$ cat config.mk
export PLATFORM = sky130hd
export DESIGN_NAME = fetch_seq
export DESIGN_NICKNAME = d
export VERILOG_FILES = /design/src/rtl/fetch_seq.sv
export SDC_FILE = /design/constraint.sdc
export NUM_CORES = 1
export LEC_CHECK = 0
export BUFFER_PORTS_ARGS = -buffer_cell sky130_fd_sc_hd__buf_2
export CORE_MARGIN = 10
export CORE_UTILIZATION = 55
export CTS_CLUSTER_DIAMETER = 50
export DETAILED_ROUTE_END_ITERATION = 6
export GPL_ROUTABILITY_DRIVEN = 0
export PLACE_DENSITY = 0.82
export SLEW_MARGIN = 10
export SYNTH_ARGS = -nofsm -noshare
export SYNTH_HDL_FRONTEND = slang
export SYNTH_SLANG_ARGS = --single-unit
$ cat constraint.sdc
create_clock -name clk -period 3.71 [get_ports clk]
set_input_delay 0.742 -clock clk [delete_from_list [all_inputs] [get_ports clk]]
set_output_delay 0.742 -clock clk [all_outputs]
set_load 0.03 [all_outputs]
$ cat src/rtl/fetch_seq.sv
module fetch_seq #(
  parameter int PC_W = 32,
  parameter int IMM_W = 16,
  parameter int MADDR_W = 14,
  parameter logic [PC_W-1:0] RESET_PC = '0
) (
  input  logic               clk,
  input  logic               rst,
  input  logic               jr_sel,
  input  logic               beq_sel,
  input  logic               bne_sel,
  input  logic               alu_zero,
  input  logic [PC_W-1:0]    rs_value,
  input  logic [IMM_W-1:0]   br_imm,
  input  logic               rf_we_dec,
  output logic [PC_W-1:0]    pc,
  output logic [MADDR_W-1:0] imem_addr,
  output logic               exec_stb,
  output logic               rf_we,
  output logic [1:0]         phase
);
  localparam int WLSB = 2;
  localparam int EXT_W = PC_W - IMM_W - WLSB;
  localparam logic [1:0] LAST = 2'd2;
  localparam logic [PC_W-1:0] STEP = PC_W'(4);

  logic [1:0]      phase_q;
  logic [PC_W-1:0] pc_q, pc_seq, br_off, pc_next;
  logic            taken;

  assign exec_stb  = (phase_q == LAST);
  assign phase     = phase_q;
  assign pc        = pc_q;
  assign imem_addr = pc_q[WLSB +: MADDR_W];
  assign rf_we     = rf_we_dec & exec_stb;

  assign pc_seq  = pc_q + STEP;
  assign br_off  = {{EXT_W{br_imm[IMM_W-1]}}, br_imm, {WLSB{1'b0}}};
  assign taken   = (beq_sel & alu_zero) | (bne_sel & ~alu_zero);
  assign pc_next = jr_sel ? rs_value : (taken ? pc_seq + br_off : pc_seq);

  always_ff @(posedge clk) begin
    if (rst) begin
      phase_q <= '0;
      pc_q    <= RESET_PC;
    end else begin
      phase_q <= exec_stb ? 2'd0 : phase_q + 2'd1;
      if (exec_stb) pc_q <= pc_next;
    end
  end

  AST_PHASE_WRAP: assert property (@(posedge clk) disable iff (rst)
    phase_q == LAST |=> phase_q == 2'd0);
  AST_PHASE_STEP: assert property (@(posedge clk) disable iff (rst)
    phase_q != LAST |=> phase_q == $past(phase_q) + 2'd1);
  AST_STB_SINGLE: assert property (@(posedge clk) disable iff (rst)
    exec_stb |=> !exec_stb);
  AST_PC_HOLD: assert property (@(posedge clk) disable iff (rst)
    !exec_stb |=> $stable(pc_q));
  AST_SEQ_NEXT: assert property (@(posedge clk) disable iff (rst)
    exec_stb && !jr_sel && !beq_sel && !bne_sel |=> pc_q == $past(pc_q) + STEP);
  AST_JR_NEXT: assert property (@(posedge clk) disable iff (rst)
    exec_stb && jr_sel |=> pc_q == $past(rs_value));
  AST_BEQ_NEXT: assert property (@(posedge clk) disable iff (rst)
    exec_stb && !jr_sel && beq_sel && alu_zero |=> pc_q == $past(pc_q) + STEP + $past(br_off));
  AST_BNE_NEXT: assert property (@(posedge clk) disable iff (rst)
    exec_stb && !jr_sel && bne_sel && !alu_zero |=> pc_q == $past(pc_q) + STEP + $past(br_off));
  AST_WE_GATE: assert property (@(posedge clk) disable iff (rst)
    !exec_stb |-> !rf_we);
  AST_RESET: assert property (@(posedge clk)
    rst |=> pc_q == RESET_PC && phase_q == 2'd0);
endmodule

==> impl_metrics.sql <==
INSERT INTO impl_metrics (metric_group, metric, value, unit) VALUES
('route', 'drt.antenna.violating_nets', '0', ''),
('route', 'mean_routed_wirelength_per_cell', '19.27', 'um'),
('pwr', 'pwr-share-comb', '0.560', ''),
('min_path', 'cell_depth_of_the_worst_hold_path', '2', ''),
('sta', 'report.final.hold_viol_count', '0', ''),
('route', 'viasPerCell', '6.394', ''),
('min_path', 'min_path_type', 'register to register', ''),
('floorplan', 'fp.dieW', '106.8', 'um'),
('grt', 'gr-usage-all-layers', '0.2349', ''),
('route', 'finalWirelength', '14320', 'um'),
('cts', 'cts_inserted_buffers', '5', ''),
('cts', 'tritoncts_clock_tree', 'built', ''),
('min_path', 'min_delay_src', 'pc[1]', ''),
('synthesis', 'synth-simple-area-share', '0.2306', ''),
('finish', 'drive_above_1_share', '0.2562', ''),
('synthesis', 'synthesis.nets', '648', ''),
('route', 'route.detailed.drc', '9', ''),
('cts', 'ctsHtreeMaxLevel', '2', ''),
('worst_setup_path', 'cpLargestDelayFamily', 'simple AND/OR/NAND/NOR gates', ''),
('synthesis', 'syn_avg_cell_area', '7.482', 'um^2'),
('synthesis', 'synth-compound-area-share', '0.2898', ''),
('floorplan', 'design.core.area', '7292', 'um^2'),
('floorplan', 'fp.dieArea', '11410', 'um^2'),
('pwr', 'p_sw_frac', '0.4699', ''),
('sta', 'fin_crit', '3.629', 'ns'),
('worst_setup_path', 'worst_path_largest_cell_delay', '0.43', 'ns'),
('finish', 'mostFrequentLayoutCells', '104 x buf_2, 64 x nor2_1, 47 x nand2_1', ''),
('pwr', 'switching_power', '0.7896', 'mW'),
('sta', 'fin_worst_hold_slack', '0.4567', 'ns'),
('cts', 'clk-insertion-delay-late', '0.29', 'ns'),
('synthesis', 'portion_of_synthesized_cell_area_occupied_by_the_leading_cell_type', '0.1642', ''),
('run_status', 'run_status', 'finished, violations left', ''),
('grt', 'remaining_overflow_grt', '0', ''),
('cts', 'clock_transition_at_the_registers_of_the_reported_paths', '0.08', 'ns'),
('synthesis', 'yosys-mux-area-fraction', '0.02445', ''),
('worst_setup_path', 'critical_path.startpoint_type', 'register', ''),
('synthesis', 'ff_latch_count_synth', '34', ''),
('floorplan', 'start_util', '0.5685', ''),
('pwr', 'power.share.sequential', '0.273', ''),
('run_status', 'violated_checks', 'DRC', ''),
('job', 'max_cap_violations', '0', ''),
('worst_setup_path', 'criticalPathCategory', 'register to register', ''),
('cts', 'maximum_clock_insertion_buffer_count', '2', ''),
('placed_design', 'hpwl_after_detailed_placement', '11130', 'um'),
('synthesis', 'asyncSetResetFlopFracSynth', '0', ''),
('floorplan', 'top_level_ports', '105', ''),
('floorplan', 'die_y', '106.8', 'um'),
('worst_setup_path', 'worst_r2r_endpoint', 'pc[31]', ''),
('synthesis', 'post_synth_xor_area_fraction', '0.1075', ''),
('grt', 'grt_first_pass_wirelength', '22290', 'um'),
('finish', 'mostFrequentLayoutCell', 'buf_2', ''),
('synthesis', 'edff_count_synth', '0', ''),
('worst_setup_path', 'crit_chain', 'ha_1 > and4_1 > and3_1 > and3_1 > nand3_2 > xnor2_2 > ha_1 > a21oi_1 > o21ai_0 > nor2b_1 > a2111oi_4 > mux2i_1 > xnor2_1 > o32ai_2', ''),
('pwr', 'power_density', '345.3', 'nW/um^2'),
('synthesis', 'sequential_to_total_area_share_from_yosys_stat', '0.1642', ''),
('cts', 'post_cts_hold_buffer_count', '0', ''),
('synthesis', 'main_combinational_cell_family_by_area_after_synthesis', 'compound AO/OA/AOI/OAI gates', ''),
('worst_setup_path', 'critical_path_peak_fanout', '5', ''),
('worst_setup_path', 'cpMaxStageDelayCell', 'dfxtp_1', ''),
('floorplan', 'placement_rows', '31', ''),
('cts', 'cts_post_setup_buffers_inserted', '0', ''),
('route', 'num_vias', '4751', ''),
('worst_setup_path', 'required', '3.86', 'ns'),
('grt', 'grt_max_degree', '36', ''),
('synthesis', 'synth_area', '4145', 'um^2'),
('sta', 'timing.clock.skew', '0.005235', 'ns'),
('synthesis', 'yosysWarnings', '0', ''),
('worst_setup_path', 'arrival', '3.78', 'ns'),
('route', 'first_iter_violations', '382', ''),
('sta', 'fmaxAchievable', '0.2756', 'GHz'),
('pwr', 'clkPwrFrac', '0.168', '');
-- per-stage QoR --
stage / std cells / util / TNS [ns]
floorplan: 554 / - / 0
global placement: 736 / 0.6488 / 0
detailed placement: 736 / 0.6488 / 0
CTS: 743 / 0.6596 / 0
global route: 743 / 0.6673 / -0.05291
finish: 743 / 0.6673 / 0
-- cell usage after synthesis (3+ instances only) --
master	count
o221ai_1	4
o21bai_1	4
nand3_1	21
and3_1	14
dfxtp_1	34
o21ai_1	7
nor2_1	65
o31ai_1	3
a31oi_1	5
nand2_1	47
xnor2_1	35
o211ai_1	10
ha_1	38
nand4_1	12
xor2_1	14
o21ai_0	19
a22oi_1	5
and4_1	3
a211oi_1	5
inv_1	11
buf_2	5
nor2b_1	3
a21o_1	19
nor3b_1	3
a211o_1	3
a221oi_1	6
a21oi_1	44
nor3_1	8
and2_1	6
clkbuf_1	19
buf_1	3
buf_4	15
mux2i_1	9
o21a_1	5
-- worst max path at each step --
stage                     startpoint     end  slack [ns]  cells past startpoint
after detailed placement       pc[4]  pc[25]        0.14                     15
after CTS                      pc[4]  pc[20]        0.12                     15
after global routing           pc[2]  pc[31]       -0.03                     14
final                          pc[2]  pc[31]        0.08                     14
after floorplan                pc[2]  pc[31]        0.03                     16
after global placement         pc[4]  pc[20]        0.20                     15
-- state kept, by name, indices dropped and copies added, names as in the netlist --
register and cells:
phase 2, pc 32
-- cells by family (layout without fill, tap and decap cells) --
logic type | after synthesis | in the layout
DFF | 34 | 34
AOI/OAI and AO/OA | 169 | 169
buffers and inverters | 54 | 144
and+or+nand+nor | 198 | 198
adders and majority gates | 39 | 39
muxes | 10 | 10
xor gates and xnor gates | 50 | 50
-- metal layers --
layer	GRT usage	routed length, um	up-vias
li1	-	-	2204
met1	0.2540	5259	2194
met2	0.4192	6936	284
met3	0.05269	1408	69
met4	0.1209	716	0
met5	0	0	-
-- final cells by class --
cell class,instances,area (um^2)
inverter,12,45.04
sequential,34,684.4
tap,99,123.9
fill,650,2426
clock inverter,2,10.01
clock buffer,5,68.82
timing repair buffer,125,678.2
multi-input combinational,466,3256
-- power groups by stage --
stage	Combinational, mW	Sequential [mW]	Clock [mW]
after global placement	0.894	0.462	0
after CTS	0.917	0.456	0.284
final	0.940	0.458	0.282
after floorplan	0.586	0.549	0
after global routing	1.01	0.465	0.299
after detailed placement	0.912	0.464	0
-- worst register-to-register path: cells and delay by family (launching register included) --
| kind | cells | cell delay (ns) |
|---|---|---|
| AND/OR/NAND/NOR | 5 | 1.03 |
| adder cells (fa/ha/maj) | 2 | 0.57 |
| XOR/XNOR | 2 | 0.32 |
| multiplexers | 1 | 0.25 |
| AO/OA/AOI/OAI | 4 | 0.89 |
| flip-flops | 1 | 0.43 |
-- repair_timing --
item	4_1_cts	5_1_grt
setup endpoints to repair	0	15
resized for setup	0	13
hold endpoints to repair	0	0
No activity file was read; power rests on OpenSTA's default activity.
